### src/rtl/ld_issue_pkg.sv
package ld_issue_pkg;

  typedef enum logic [2:0] {
    LN_IDLE,
    LN_HOLD,
    LN_RESCHED,
    LN_BLOCKED,
    LN_SENT_ONE,
    LN_SENT_TWO,
    LN_SECOND_MISS,
    LN_FIRST_MISS
  } lane_fate_e;

  function automatic logic [1:0] ports_needed(input logic split);
    return split ? 2'd2 : 2'd1;
  endfunction

  function automatic logic is_block_fate(input lane_fate_e f);
    return (f == LN_BLOCKED) || (f == LN_FIRST_MISS) || (f == LN_SECOND_MISS);
  endfunction

endpackage

### src/rtl/ld_lane_alloc.sv
module ld_lane_alloc
  import ld_issue_pkg::*;
#(
  parameter int NLANE  = 2,
  parameter int NPORTS = 2,
  parameter int IDX_W  = 3,
  parameter int SZ_W   = 4,
  localparam int PCW   = $clog2(NPORTS + 2) + 1
) (
  input  logic [NLANE-1:0]            ld_valid,
  input  logic [NLANE-1:0][IDX_W-1:0] ld_idx,
  input  logic [NLANE-1:0]            ld_uncache,
  input  logic [NLANE-1:0]            ld_split,
  input  logic [NLANE-1:0][SZ_W-1:0]  ld_lo_size,
  input  logic [NLANE-1:0][SZ_W-1:0]  ld_hi_size,
  input  logic [NLANE-1:0]            ld_at_head,
  input  logic [NLANE-1:0]            ld_at_commit,
  input  logic                        cache_blocked,
  input  logic [NPORTS-1:0]           creq_accept,
  output logic [NPORTS-1:0]           creq_valid,
  output logic [NPORTS-1:0][IDX_W-1:0] creq_idx,
  output logic [NPORTS-1:0]           creq_hi,
  output logic [NPORTS-1:0][SZ_W-1:0] creq_size,
  output lane_fate_e                  fate [NLANE],
  output logic [NLANE-1:0]            tbl_we,
  output logic [NLANE-1:0][1:0]       tbl_cnt
);

  logic [NPORTS:0]   acc_pad;
  logic [NLANE-1:0]  first_v;
  logic [NLANE-1:0]  second_v;
  logic [PCW-1:0]    first_p [NLANE];

  assign acc_pad = {1'b0, creq_accept};

  // Oldest-first port allocation; a held lane holds every younger lane.
  always_comb begin
    logic [PCW-1:0] used;
    logic           held;
    logic [1:0]     need;
    used = '0;
    held = 1'b0;
    for (int i = 0; i < NLANE; i++) begin
      fate[i]     = LN_IDLE;
      first_v[i]  = 1'b0;
      second_v[i] = 1'b0;
      first_p[i]  = '0;
      need        = ports_needed(ld_split[i]);
      if (ld_valid[i]) begin
        if (held) begin
          fate[i] = LN_HOLD;
        end else if (ld_uncache[i] && !(ld_at_head[i] && ld_at_commit[i])) begin
          fate[i] = LN_RESCHED;
        end else if (cache_blocked) begin
          fate[i] = LN_BLOCKED;
        end else if (int'(used) + int'(need) > NPORTS) begin
          fate[i] = LN_HOLD;
          held    = 1'b1;
        end else begin
          first_v[i] = 1'b1;
          first_p[i] = used;
          if (!acc_pad[used]) begin
            fate[i] = LN_FIRST_MISS;
          end else if (!ld_split[i]) begin
            fate[i] = LN_SENT_ONE;
          end else begin
            second_v[i] = 1'b1;
            fate[i] = acc_pad[PCW'(used + 1'b1)] ? LN_SENT_TWO : LN_SECOND_MISS;
          end
          used = used + PCW'(need);
        end
      end
    end
  end

  // Port multiplexing: each port is owned by at most one lane half.
  always_comb begin
    for (int p = 0; p < NPORTS; p++) begin
      creq_valid[p] = 1'b0;
      creq_idx[p]   = '0;
      creq_hi[p]    = 1'b0;
      creq_size[p]  = '0;
      for (int i = 0; i < NLANE; i++) begin
        if (first_v[i] && (first_p[i] == PCW'(p))) begin
          creq_valid[p] = 1'b1;
          creq_idx[p]   = ld_idx[i];
          creq_hi[p]    = 1'b0;
          creq_size[p]  = ld_lo_size[i];
        end
        if (second_v[i] && (PCW'(first_p[i] + 1'b1) == PCW'(p))) begin
          creq_valid[p] = 1'b1;
          creq_idx[p]   = ld_idx[i];
          creq_hi[p]    = 1'b1;
          creq_size[p]  = ld_hi_size[i];
        end
      end
    end
  end

  generate
    for (genvar g = 0; g < NLANE; g++) begin : g_tbl
      assign tbl_we[g]  = first_v[g];
      assign tbl_cnt[g] = (fate[g] == LN_SENT_TWO) ? 2'd2 :
                          ((fate[g] == LN_SENT_ONE) || (fate[g] == LN_SECOND_MISS)) ? 2'd1 : 2'd0;
    end
  endgenerate

endmodule

### src/rtl/ld_pend_table.sv
module ld_pend_table #(
  parameter int NLANE    = 2,
  parameter int LQ_DEPTH = 8,
  parameter int SZ_W     = 4,
  localparam int IDX_W   = $clog2(LQ_DEPTH)
) (
  input  logic                        clk,
  input  logic                        rst_n,
  input  logic [NLANE-1:0]            wr_en,
  input  logic [NLANE-1:0][IDX_W-1:0] wr_idx,
  input  logic [NLANE-1:0][1:0]       wr_cnt,
  input  logic [NLANE-1:0][SZ_W-1:0]  wr_losz,
  input  logic                        rsp_valid,
  input  logic [IDX_W-1:0]            rsp_idx,
  input  logic                        rsp_hi,
  output logic [SZ_W-1:0]             rsp_off,
  output logic                        done_valid,
  output logic [IDX_W-1:0]            done_idx
);

  logic [1:0]      cnt_q  [LQ_DEPTH];
  logic [SZ_W-1:0] losz_q [LQ_DEPTH];

  generate
    for (genvar e = 0; e < LQ_DEPTH; e++) begin : g_ent
      logic            hit;
      logic [1:0]      new_cnt;
      logic [SZ_W-1:0] new_sz;

      always_comb begin
        hit     = 1'b0;
        new_cnt = '0;
        new_sz  = '0;
        for (int i = 0; i < NLANE; i++) begin
          if (wr_en[i] && (wr_idx[i] == IDX_W'(e))) begin
            hit     = 1'b1;
            new_cnt = wr_cnt[i];
            new_sz  = wr_losz[i];
          end
        end
      end

      always_ff @(posedge clk) begin
        if (!rst_n) begin
          cnt_q[e]  <= '0;
          losz_q[e] <= '0;
        end else if (hit) begin
          cnt_q[e]  <= new_cnt;
          losz_q[e] <= new_sz;
        end else if (rsp_valid && (rsp_idx == IDX_W'(e)) && (cnt_q[e] != 2'd0)) begin
          cnt_q[e] <= cnt_q[e] - 2'd1;
        end
      end
    end
  endgenerate

  assign rsp_off = rsp_hi ? losz_q[rsp_idx] : '0;

  always_ff @(posedge clk) begin
    if (!rst_n) begin
      done_valid <= 1'b0;
      done_idx   <= '0;
    end else begin
      done_valid <= rsp_valid && (cnt_q[rsp_idx] == 2'd1);
      done_idx   <= rsp_idx;
    end
  end


  rsp_live_chk: assert property (@(posedge clk) disable iff (!rst_n)
    rsp_valid |-> (cnt_q[rsp_idx] != 2'd0));


  done_after_rsp_chk: assert property (@(posedge clk) disable iff (!rst_n)
    done_valid |-> ($past(rsp_valid) && (done_idx == $past(rsp_idx))));

endmodule

### src/rtl/ld_block_rec.sv
module ld_block_rec
  import ld_issue_pkg::*;
#(
  parameter int NLANE = 2,
  parameter int SEQ_W = 8
) (
  input  logic                        clk,
  input  logic                        rst_n,
  input  lane_fate_e                  fate [NLANE],
  input  logic [NLANE-1:0][SEQ_W-1:0] ld_seq,
  input  logic                        blk_ack,
  output logic                        retry_req,
  output logic                        blk_valid,
  output logic [SEQ_W-1:0]            blk_seq
);

  logic             cand_v;
  logic [SEQ_W-1:0] cand_seq;
  logic             keep_v;

  always_comb begin
    cand_v   = 1'b0;
    cand_seq = '0;
    for (int i = 0; i < NLANE; i++) begin
      if (is_block_fate(fate[i]) && (!cand_v || (ld_seq[i] < cand_seq))) begin
        cand_v   = 1'b1;
        cand_seq = ld_seq[i];
      end
    end
  end

  assign retry_req = cand_v;
  assign keep_v    = blk_valid && !blk_ack;

  always_ff @(posedge clk) begin
    if (!rst_n) begin
      blk_valid <= 1'b0;
      blk_seq   <= '0;
    end else if (cand_v && (!keep_v || (cand_seq < blk_seq))) begin
      blk_valid <= 1'b1;
      blk_seq   <= cand_seq;
    end else begin
      blk_valid <= keep_v;
    end
  end


  oldest_kept_chk: assert property (@(posedge clk) disable iff (!rst_n)
    ($past(blk_valid) && !$past(blk_ack) && blk_valid) |-> (blk_seq <= $past(blk_seq)));


  ack_clear_chk: assert property (@(posedge clk) disable iff (!rst_n)
    ($past(blk_ack) && !$past(retry_req)) |-> !blk_valid);

endmodule

### src/rtl/ld_issue_ctrl.sv
module ld_issue_ctrl
  import ld_issue_pkg::*;
#(
  parameter int NLANE    = 2,
  parameter int NPORTS   = 2,
  parameter int LQ_DEPTH = 8,
  parameter int SEQ_W    = 8,
  parameter int SZ_W     = 4,
  localparam int IDX_W   = $clog2(LQ_DEPTH)
) (
  input  logic                          clk,
  input  logic                          rst_n,
  input  logic [NLANE-1:0]              ld_valid,
  output logic [NLANE-1:0]              ld_ready,
  input  logic [NLANE-1:0][IDX_W-1:0]   ld_idx,
  input  logic [NLANE-1:0][SEQ_W-1:0]   ld_seq,
  input  logic [NLANE-1:0]              ld_uncache,
  input  logic [NLANE-1:0]              ld_split,
  input  logic [NLANE-1:0][SZ_W-1:0]    ld_lo_size,
  input  logic [NLANE-1:0][SZ_W-1:0]    ld_hi_size,
  input  logic [NLANE-1:0]              ld_at_head,
  input  logic [NLANE-1:0]              ld_at_commit,
  input  logic                          cache_blocked,
  output logic [NPORTS-1:0]             creq_valid,
  input  logic [NPORTS-1:0]             creq_accept,
  output logic [NPORTS-1:0][IDX_W-1:0]  creq_idx,
  output logic [NPORTS-1:0]             creq_hi,
  output logic [NPORTS-1:0][SZ_W-1:0]   creq_size,
  input  logic                          rsp_valid,
  input  logic [IDX_W-1:0]              rsp_idx,
  input  logic                          rsp_hi,
  output logic [SZ_W-1:0]               rsp_off,
  output logic                          done_valid,
  output logic [IDX_W-1:0]              done_idx,
  output logic [NLANE-1:0]              resched,
  output logic                          retry_req,
  output logic                          blk_valid,
  output logic [SEQ_W-1:0]              blk_seq,
  input  logic                          blk_ack
);

  lane_fate_e             fate [NLANE];
  logic [NLANE-1:0]       tbl_we;
  logic [NLANE-1:0][1:0]  tbl_cnt;

  ld_lane_alloc #(
    .NLANE(NLANE), .NPORTS(NPORTS), .IDX_W(IDX_W), .SZ_W(SZ_W)
  ) u_alloc (
    .ld_valid(ld_valid), .ld_idx(ld_idx), .ld_uncache(ld_uncache),
    .ld_split(ld_split), .ld_lo_size(ld_lo_size), .ld_hi_size(ld_hi_size),
    .ld_at_head(ld_at_head), .ld_at_commit(ld_at_commit),
    .cache_blocked(cache_blocked), .creq_accept(creq_accept),
    .creq_valid(creq_valid), .creq_idx(creq_idx), .creq_hi(creq_hi),
    .creq_size(creq_size), .fate(fate), .tbl_we(tbl_we), .tbl_cnt(tbl_cnt)
  );

  ld_pend_table #(
    .NLANE(NLANE), .LQ_DEPTH(LQ_DEPTH), .SZ_W(SZ_W)
  ) u_pend (
    .clk(clk), .rst_n(rst_n), .wr_en(tbl_we), .wr_idx(ld_idx),
    .wr_cnt(tbl_cnt), .wr_losz(ld_lo_size), .rsp_valid(rsp_valid),
    .rsp_idx(rsp_idx), .rsp_hi(rsp_hi), .rsp_off(rsp_off),
    .done_valid(done_valid), .done_idx(done_idx)
  );

  ld_block_rec #(
    .NLANE(NLANE), .SEQ_W(SEQ_W)
  ) u_blk (
    .clk(clk), .rst_n(rst_n), .fate(fate), .ld_seq(ld_seq),
    .blk_ack(blk_ack), .retry_req(retry_req),
    .blk_valid(blk_valid), .blk_seq(blk_seq)
  );

  generate
    for (genvar g = 0; g < NLANE; g++) begin : g_lane
      assign ld_ready[g] = (fate[g] != LN_HOLD);
      assign resched[g]  = (fate[g] == LN_RESCHED);
    end
  endgenerate


  blocked_quiet_chk: assert property (@(posedge clk) disable iff (!rst_n)
    cache_blocked |-> (creq_valid == '0));

  generate
    for (genvar p = 1; p < NPORTS; p++) begin : g_hi_chk

      hi_after_lo_chk: assert property (@(posedge clk) disable iff (!rst_n)
        (creq_valid[p] && creq_hi[p]) |->
          (creq_valid[p-1] && creq_accept[p-1] && !creq_hi[p-1] &&
           (creq_idx[p-1] == creq_idx[p])));
    end
  endgenerate


  port0_not_hi_chk: assert property (@(posedge clk) disable iff (!rst_n)
    creq_valid[0] |-> !creq_hi[0]);

endmodule

### config.mk
export PLATFORM = sky130hd
export DESIGN_NAME = ld_issue_ctrl
export DESIGN_NICKNAME = d
export VERILOG_FILES = /design/src/rtl/ld_issue_pkg.sv /design/src/rtl/ld_lane_alloc.sv /design/src/rtl/ld_pend_table.sv /design/src/rtl/ld_block_rec.sv /design/src/rtl/ld_issue_ctrl.sv
export SDC_FILE = /design/constraint.sdc
export NUM_CORES = 1
export LEC_CHECK = 0
export BUFFER_PORTS_ARGS = -buffer_cell sky130_fd_sc_hd__buf_4
export CORE_MARGIN = 8
export CORE_UTILIZATION = 56
export CTS_CLUSTER_SIZE = 20
export DETAILED_ROUTE_END_ITERATION = 10
export PLACE_DENSITY = 0.79
export SLEW_MARGIN = 20
export SYNTH_ARGS = -nofsm -noshare
export SYNTH_HDL_FRONTEND = slang
export SYNTH_SLANG_ARGS = --single-unit
### constraint.sdc
create_clock -name clk -period 6.1 [get_ports clk]
set_input_delay 0.915 -clock clk [delete_from_list [all_inputs] [get_ports clk]]
set_output_delay 0.915 -clock clk [all_outputs]
set_load 0.005 [all_outputs]
# After elaboration in Yosys (flattened, before gate mapping)
# Memories as Yosys holds them, arrays and structs flattened.
# Cells that the tools add are included.
# W data, S select, Z words.
dict set report word_totals {
  word_cells 371
  mem_count 2
  input_bits 59
  mem_bits_rw 48
  output_inout_bits 40
  reg_bits 13
}
dict set report op_classes {
  eq_ne 38
  reduce_logical 70
  mux 216
  n_lt_le_gt_ge 6
  n_addsub 11
  n_bitwise 24
}
# memory words width read_ports rd_ports_with_merged_regs wr line_no
set mem_list {}
lappend mem_list {u_pend.losz_q 8 4 1 0 8 ld_pend_table.sv:22} ;# logic [SZ_W-1:0] losz_q [LQ_DEPTH];
lappend mem_list {u_pend.cnt_q 8 2 9 0 8 ld_pend_table.sv:21} ;# logic [1:0] cnt_q [LQ_DEPTH];
# operator n
set ops {}
lappend ops {{$mux W4} 31}
lappend ops {{$mux W1} 115}
lappend ops {{$mux W3} 27}
lappend ops {{$mux W2} 39}
lappend ops {{$eq A3 B3 Y1 const B} 20}
lappend ops {{$logic_and A1 B1 Y1} 44}
lappend ops {{$gt A32 B3 Y1 const B} 1}
lappend ops {{$eq A3 B2 Y1 const B} 10}
lappend ops {{$or A1 B1 Y1} 24}
lappend ops {{$lt A8 B8 Y1} 2}
lappend ops {{$mux W8} 2}
lappend ops {{$reduce_bool A2 Y1} 8}
lappend ops {{$sub A2 B1 Y2 const B} 8}
lappend ops {{$eq A3 B1 Y1 const B} 5}
lappend ops {{$logic_not A3 Y1} 5}
lappend ops {{$logic_or A1 B1 Y1} 8}
lappend ops {{$add A3 B1 Y3 const B} 2}
lappend ops {{$lt A3 B3 Y1 const B} 2}
lappend ops {{$ne A3 B1 Y1 const B} 2}
lappend ops {{$logic_not A1 Y1} 5}
lappend ops {{$add A3 B2 Y4} 1}
lappend ops {{$bmux W1 S2} 2}
lappend ops {{$eq A2 B1 Y1 const B} 1}
lappend ops {{$gt A2 B2 Y1 const B} 1}

# Longest topological paths before layout
# Gate-level depths: netlist (run 1).
dict set report depth {
  word_depth 26
  mapped_depth 18
  mapped_depth_nobuf 16
}

# Modules after synthesis
# From an unflattened synthesis (run 1), not the netlist that was laid out.
dict set report unflattened {
  hier_cells 569
  hier_area_um2 5236.3
}
# module area_each_um2 seq_area_each_um2 instances cells_each
set modules_own_cells {}
lappend modules_own_cells {ld_pend_table 3698.5 1521.5 1 386}
lappend modules_own_cells {ld_block_rec 959.7 180.2 1 106}
lappend modules_own_cells {ld_lane_alloc 545.5 0.0 1 73}
lappend modules_own_cells {ld_issue_ctrl 32.5 0.0 1 4}

# Least setup slack after synthesis (run 1)
# No wires, ideal clock.
dict set report synth_path {
  path_type {input-to-reg}
  start {input ld_uncache[0]}
  end {register u_blk.blk_seq[1]}
  setup_slack_ps 910
  arrival_time_ps 5057
  path_buffers 2
  path_stages 18
  setup_time_ps 132
  required_ps 5968
  cell_sequence {a21boi_0 -> or3_1 -> buf_6 -> nor2_1 -> fa_1 -> a21o_1 -> a221oi_1 -> o21a_4 -> clkbuf_1 -> a21oi_1 -> or2_2 -> ha_1 -> a21o_1 -> a21o_1 -> a21o_1 -> o21ai_0 -> a32oi_4 -> mux2i_1}
}
dict set report synth_between {
  elab_chain_cells 22
  elab_cells_between_ends 43
  cone_classes {add/sub (2); order compare (3); eq/ne (6); mux (22); reduce/logical (10)}
}
# element line_no
set synth_rtl {}
lappend synth_rtl {{start, declared} ld_issue_ctrl.sv:17} ;# input logic [NLANE-1:0] ld_uncache,
lappend synth_rtl {{$logic_and A1 B1 Y1 *} ld_lane_alloc.sv:52} ;# end else if (ld_uncache[i] && !(ld_at_head[i] && ld_at_commit[i])) begin
lappend synth_rtl {{branches (longest 17 deep; another with $gt A32 B3 Y1)} n/a}
lappend synth_rtl {{$mux W8 *} ld_block_rec.sv:25} ;# if (is_block_fate(fate[i]) && (!cand_v || (ld_seq[i] < cand_seq))) begin
lappend synth_rtl {{named net u_blk.cand_seq[5]} ld_block_rec.sv:18} ;# logic [SEQ_W-1:0] cand_seq;
lappend synth_rtl {{$lt A8 B8 Y1 *} ld_block_rec.sv:39} ;# end else if (cand_v && (!keep_v || (cand_seq < blk_seq))) begin
lappend synth_rtl {{$logic_or A1 B1 Y1 *} ld_block_rec.sv:39}
lappend synth_rtl {{$logic_and A1 B1 Y1 *} ld_block_rec.sv:39}
lappend synth_rtl {{end signal, assigned} ld_block_rec.sv:41} ;# blk_seq <= cand_seq;
lappend synth_rtl {{end, declared} ld_block_rec.sv:14} ;# output logic [SEQ_W-1:0] blk_seq
# Mark *: on every way through the listed nets, which the timed path passes. The select of a mux whose other input is x is not followed.
# A chain may end at the register's enable or synchronous reset.

==> metrics.txt, run 1 <==
CTS clk-pin slew, worst paths 0.08 ns; clock insertion delay at the later pin of the skew report 0.36 ns; via count of the first global-routing pass 4729; number of nets in the layout 720; time the final worst path needs with I/O delays and setup 5.38 ns; Max Freq 0.186 GHz; prevailing post-synth register cell sky130_fd_sc_hd__edfxtp_1; Max Slew Vio Count 0; core footprint 8550 µm²; clock group share of total power 30.4%; setup slack after layout 0.716 ns; Top Ports 99; Final Instance Area 5760 µm²; transition time at the pin with the least slew margin 1.05 ns; power spent charging and discharging nets 0.000331 W; diodes inserted 0; power share of the combinational group 24.0%; register bit total from synthesis 61; maximum ir drop on the vdd rail 0.0000871 V; Cell variety after synth 61; largest driver fanout on the critical path 11; worst path required time 5.18 ns; drt via density 6.40; slew margin rel. 29.1%; Hold Path Stages 2; area added between synthesis and finish 19.0%; placement-stage cell area 5590 µm²; hold violation count in the final report 0; signal arrival time at the worst endpoint 4.47 ns; hold_buf cts 0; max-cap violations 0; port bufs 96; Yosys top cell by area sky130_fd_sc_hd__edfxtp_1; Worst Reg-to-Reg Cells 8; number of buffers inserted to repair setup after CTS 0; Final Setup Violations 0; PD cells 185 nW/µm²; number of gates given a new drive strength after cts 0; share of post-route cells with drive strength above 1 23.5%; run status finished, final reports clean; number of antenna violations at the first check in global routing 0; fillcell total 707; Post-Place Worst Slack 0.483 ns; die footprint 11900 µm²; proportion of synthesized chip area in sequential cells 35.2%; Setup TNS 0 ns; cell count after synthesis 560; number of buffers inserted during clock tree synthesis 9; EDFF count, synth 48; clock tree from TritonCTS done; num rows 34; chip height 109 µm; Syn Std Cell Area 4840 µm²; Antenna Nets Post-Route 0; top-area cell type share of the netlist area 29.8%; Clock Tree Buf Depth 2; nature of the critical path endpoint primary output; Die Wd 109 µm; initial standard-cell utilization of the core 56.6%; largest cells by area after synthesis sky130_fd_sc_hd__edfxtp_1 (30%), sky130_fd_sc_hd__ha_1 (5.9%), sky130_fd_sc_hd__nand2_1 (5.7%), sky130_fd_sc_hd__dfxtp_1 (5.4%), sky130_fd_sc_hd__a21oi_1 (4.8%); sequential group share of total power 45.5%; global-route wire length before repair 24300 µm; class of the tightest hold or removal check reg -> reg; Post-Synthesis Mean Instance Area 8.64 µm²; Pint 0.000735 W; total number of vias 4798; number of violations reported at the end of detailed-routing iteration 0 546; leakage dissipation 2.34 nW; setup repair after global routing missed its margin false; Post-Syn Nets 643; DRC Markers 0; fraction of power spent switching nets 31.0%; largest net degree at the start of global routing 48; WS Path Type in -> out; share of async-settable or async-resettable flops after synthesis 0%; routed wire length per instance 20.2 µm; H-tree levels 3; final RePlAce weighted congestion 0.953; Yosys warnings 0; global route overflow 0; period utilization 88.3%; number of iterations in the first detailed-routing pass 6; root buf cell sky130_fd_sc_hd__clkbuf_8; estimated wirelength of the detail-placed design 11800 µm; utilization after layout 67.4%; Post-Route WL 15100 µm; sort of element at the start of the critical path input port; GRT Overall Usage 26.2%; Final Skew 0.0128 ns; number of clock sinks seen by CTS 61
synthesized netlist by cell type (all sizes together), types with 3 or more instances:
master	count
edfxtp	48
and3	3
nor2b	9
a32oi	5
mux4	9
o21a	6
a22o	10
dfxtp	13
a21o	7
or3	9
o32ai	6
nand3b	4
mux2i	11
and2	5
ha	23
clkbuf	28
nand3	38
o21ai	15
nand2b	10
a31oi	3
a222oi	4
o211ai	3
a21oi	46
inv	36
a211oi	13
or4	3
nor2	35
nand2	74
a22oi	4
nor4	5
nand4	9
o211a	7
nor3	19
buf	8
or2	10
critical path: stages:
cell                       delay, ns
sky130_fd_sc_hd__buf_4          0.11
sky130_fd_sc_hd__a21boi_0       0.56
sky130_fd_sc_hd__or3_1          0.46
sky130_fd_sc_hd__nor2_1         0.11
sky130_fd_sc_hd__fa_1           0.52
sky130_fd_sc_hd__a211oi_2       0.39
sky130_fd_sc_hd__nand3_1        0.41
sky130_fd_sc_hd__nor4b_1        0.45
sky130_fd_sc_hd__buf_4          0.22
sky130_fd_sc_hd__a222oi_1       0.08
sky130_fd_sc_hd__inv_1          0.12
sky130_fd_sc_hd__buf_4          0.11
routing by layer:
metal / wire (µm) / global-route usage [%] / up-vias
met1: 6230 / 33.5 / 2245
met4: 379 / 10.5 / 0
met3: 1430 / 6.97 / 28
li1: - / - / 2226
met2: 7070 / 41.2 / 299
met5: 0 / 0 / -
cell families (layout without fill, tap and decap cells):
kind of cell / after synthesis / count (layout) / synth area share, %
compound gates: 140 / 140 / 21.0
fa+ha+maj: 24 / 24 / 6.36
buf+inv: 73 / 155 / 6.15
flops: 61 / 61 / 35.2
mux: 22 / 22 / 6.93
other cells: 2 / 2 / 0.155
simple gates: 238 / 238 / 24.3
state kept, by name, summed over array words and instances, names as in the netlist:
register	cells
u_blk.blk_valid	1
u_pend.cnt_q	16
u_pend.done_valid	1
u_pend.losz_q	32
u_blk.blk_seq	8
u_pend.done_idx	3
placed cells by master (no fill, tap or decap), drive strengths merged, types with 10 or more instances in the layout:
cell and n:
nor2 35, buf 103, a211oi 13, a21oi 46
o21ai 15, nand2b 10, nand2 74, mux2i 11
nor3 19, ha 23, or2 10, inv 37
edfxtp 48, dfxtp 13, nand3 38, a22o 10
cell type report:
| cell class | count | area (µm²) | area share (%) |
|---|---|---|---|
| clock inverters | 7 | 50.0 | 0.869 |
| inverters | 36 | 135 | 2.35 |
| clock buffers | 9 | 124 | 2.15 |
| repair buffers | 103 | 773 | 13.4 |
| well taps | 108 | 135 | 2.35 |
| multi-input cells | 426 | 2840 | 49.3 |
| flip-flops and latches | 61 | 1700 | 29.5 |
power by group through the flow:
stage / Clock, W / Sequential, W / Combinational [W]
finish: 0.000324 / 0.000485 / 0.000256
global route: 0.000346 / 0.000488 / 0.000282
CTS: 0.000325 / 0.000486 / 0.000255
detailed placement: 0 / 0.000495 / 0.000253
global placement: 0 / 0.000494 / 0.000245
floorplan: 0 / 0.000490 / 0.000157
worst paths after layout:
kind,slack (ns),to,startpoint
setup / recovery,0.72,creq_size[5],ld_at_head[0]
hold / removal,0.49,u_blk.blk_seq[5],u_blk.blk_seq[5]
setup reg to reg,3.94,u_blk.blk_seq[1],u_blk.blk_seq[5]
hold reg to reg,0.49,u_blk.blk_seq[5],u_blk.blk_seq[5]
through the flow:
stage | hold slack (ns) | cells | power [W]
after global placement | 0.465 | 734 | 0.000739
after floorplan | 0.468 | 560 | 0.000647
after CTS | 0.485 | 750 | 0.00106
final | 0.487 | 750 | 0.00107
after global routing | 0.501 | 750 | 0.00112
after detailed placement | 0.473 | 734 | 0.000748
Note: power is estimated with default switching activity, not from simulation.
==> inputs of run 2 (changes only) <==
CTS_CLUSTER_SIZE = unset   (was 20)
GPL_TIMING_DRIVEN = 0   (was unset)
==> metrics.txt, run 2 (synthesized netlist as in run 1, its figures left out) <==
PD cells 185 nW/µm² (about the same); slew margin rel. 24.1% (was 29.1%); run status finished, final reports clean (unchanged); register with the highest flop count u_pend.losz_q (unchanged); Clock Tree Buf Depth 2 (unchanged); signal arrival time at the worst endpoint 5.95 ns (was 4.47 ns); critical-path cell list buf_4 > a21boi_0 > or3_1 > buf_6 > nor2_1 > fa_1 > a21o_1 > a221oi_1 > o21a_4 > clkbuf_1 > a21oi_1 > or2_2 > ha_1 > a21o_1 > a21o_1 > a21o_1 > o21ai_0 > a21oi_1 > a311oi_1 (was buf_4 > a21boi_0 > or3_1 > nor2_1 > fa_1 > a211oi_2 > nand3_1 > nor4b_1 > buf_4 > a222oi_1 > inv_1 > buf_4); Antenna Nets Post-Route 0 (unchanged); maximum ir drop on the vdd rail 0.000117 V (was 0.0000871 V); Worst Reg-to-Reg Cells 8 (unchanged); global-route wire length before repair 24900 µm (was 24300 µm); clock insertion delay at the later pin of the skew report 0.35 ns (was 0.36 ns); hold_buf cts 0 (unchanged); capture endpoint of the worst hold path u_blk.blk_seq[4] (was u_blk.blk_seq[5]); period utilization 93.5% (was 88.3%); Final Instance Area 5800 µm² (was 5760 µm²); die footprint 11900 µm² (unchanged); Post-Route WL 15700 µm (was 15100 µm); core footprint 8550 µm² (unchanged); nature of the critical path endpoint register (was primary output); number of iterations in the first detailed-routing pass 6 (unchanged); num rows 34 (unchanged); Final Setup Violations 0 (unchanged); number of clock sinks seen by CTS 61 (unchanged); GRT Overall Usage 27.2% (was 26.2%); max-cap violations 0 (unchanged); clock tree from TritonCTS done (unchanged); crit path max-delay cell type sky130_fd_sc_hd__a21boi_0 (unchanged); crit path from ld_at_head[0] (unchanged); M2 GR Usage 44.2% (was 41.2%); Top Ports 99 (unchanged); estimated wirelength of the detail-placed design 12600 µm (was 11800 µm); share of post-route cells with drive strength above 1 21.4% (was 23.5%); fillcell total 726 (was 707); final RePlAce weighted congestion 0.956 (was 0.953); routed wire length per instance 20.5 µm (was 20.2 µm); diodes inserted 0 (unchanged); Setup TNS 0 ns (unchanged); largest driver fanout on the critical path 10 (was 11); met1 usage 34.4% (was 33.5%); port bufs 82 (was 96); WS Path Type in -> reg (was in -> out); RR Endpoint u_blk.blk_seq[0] (was u_blk.blk_seq[1]); drt via density 6.38 (was 6.40); number of gates given a new drive strength after cts 0 (unchanged); smallest hold slack 0.490 ns (was 0.487 ns); Max Slew Vio Count 0 (unchanged); Die Wd 109 µm (unchanged); biggest regs u_pend.losz_q x32, u_pend.cnt_q x16, u_blk.blk_seq x8 (unchanged); FF-to-FF Start u_blk.blk_seq[5] (unchanged); transition time at the pin with the least slew margin 1.13 ns (was 1.05 ns); placement-stage cell area 5620 µm² (was 5590 µm²); number of buffers inserted to repair setup after CTS 0 (unchanged); initial standard-cell utilization of the core 56.6% (unchanged); startpoint of the most critical hold path u_blk.blk_seq[4] (was u_blk.blk_seq[5]); number of nets in the layout 737 (was 720); worst reg-to-reg setup slack 3.82 ns (was 3.94 ns); largest net degree at the start of global routing 13 (was 48); Hold Path Stages 2 (unchanged); leakage dissipation 2.31 nW (was 2.34 nW); number of antenna violations at the first check in global routing 0 (unchanged); flip-flop count of the largest register, all copies and words added 32 (unchanged); met3 Resource Use GR 6.44% (was 6.97%); area added between synthesis and finish 19.7% (was 19.0%); hold violation count in the final report 0 (unchanged); GRT Max-Usage Layer met2 (unchanged); setup repair after global routing missed its margin false (unchanged); time the final worst path needs with I/O delays and setup 5.70 ns (was 5.38 ns); max incr delay on CP 0.59 ns (was 0.56 ns); DRC Markers 0 (unchanged); sort of element at the start of the critical path input port (unchanged); CTS clk-pin slew, worst paths 0.08 ns (about the same); global route overflow 0 (unchanged); Final Skew 0.00759 ns (was 0.0128 ns); number of violations reported at the end of detailed-routing iteration 0 537 (was 546); via count of the first global-routing pass 4780 (was 4729); Crit path top cell by count sky130_fd_sc_hd__a21o_1 (was sky130_fd_sc_hd__buf_4); worst path required time 6.35 ns (was 5.18 ns); H-tree levels 3 (unchanged); Max Freq 0.175 GHz (was 0.186 GHz); number of buffers inserted during clock tree synthesis 9 (unchanged); commonest cells after routing, fill and taps aside sky130_fd_sc_hd__buf_4 (84), sky130_fd_sc_hd__nand2_1 (74), sky130_fd_sc_hd__edfxtp_1 (48) (was sky130_fd_sc_hd__buf_4 (103), sky130_fd_sc_hd__nand2_1 (74), sky130_fd_sc_hd__edfxtp_1 (48)); commonest non-fill, non-tap cell in the layout sky130_fd_sc_hd__buf_4 (unchanged); root buf cell sky130_fd_sc_hd__clkbuf_8 (unchanged); total number of vias 4893 (was 4798); class of the tightest hold or removal check reg -> reg (unchanged); chip height 109 µm (unchanged)
## run 2: per-stage QoR
step	util, %	instances	power [W]	worst slack, ns
floorplan	-	560	0.000647	0.910
global placement	65.4	750	0.000743	0.299
detailed placement	65.7	751	0.000752	0.168
CTS	67.7	767	0.00107	0.506
global route	67.8	767	0.00112	0.221
finish	67.8	767	0.00107	0.396
## run 2: report_power, final
group          leakage, nW  switching, W  total, W  internal (W)
Combinational         1.63      0.000148  0.000261      0.000113
Clock               0.0933      0.000177  0.000326      0.000148
Sequential           0.580     0.0000120  0.000486      0.000474
Total                 2.31      0.000338   0.00107      0.000735
## run 2: worst max-delay path by stage
stage,depth (start not counted),end,slack [ns]
global route,13,creq_size[5],0.22
floorplan,18,u_blk.blk_seq[1],0.91
finish,19,u_blk.blk_seq[0],0.40
detailed placement,19,u_blk.blk_seq[0],0.17
CTS,19,u_blk.blk_seq[0],0.51
global placement,19,u_blk.blk_seq[5],0.30
## run 2: worst max-delay path, delay by kind of cell
| kind | cells | cell delay, ns |
|---|---|---|
| compound gates | 11 | 2.96 |
| buf+inv | 3 | 0.62 |
| simple gates | 3 | 0.63 |
| fa+ha+maj | 2 | 0.80 |
## run 2: layout make-up
type	instances	area (µm²)	area share (%)
buffer	37	163	2.81
clock buffer	9	124	2.14
clock inverter	7	50.0	0.864
inverter	36	135	2.33
multi-input combinational	426	2870	49.5
sequential	61	1700	29.4
tap	108	135	2.33
timing repair buffer	83	621	10.7
## run 2: layer usage
metal	part of all wire, %	up-vias	routed length [µm]
li1	-	2265	-
met1	41	2268	6380
met2	46	327	7260
met3	11	33	1690
met4	2.7	0	418
met5	0	-	0
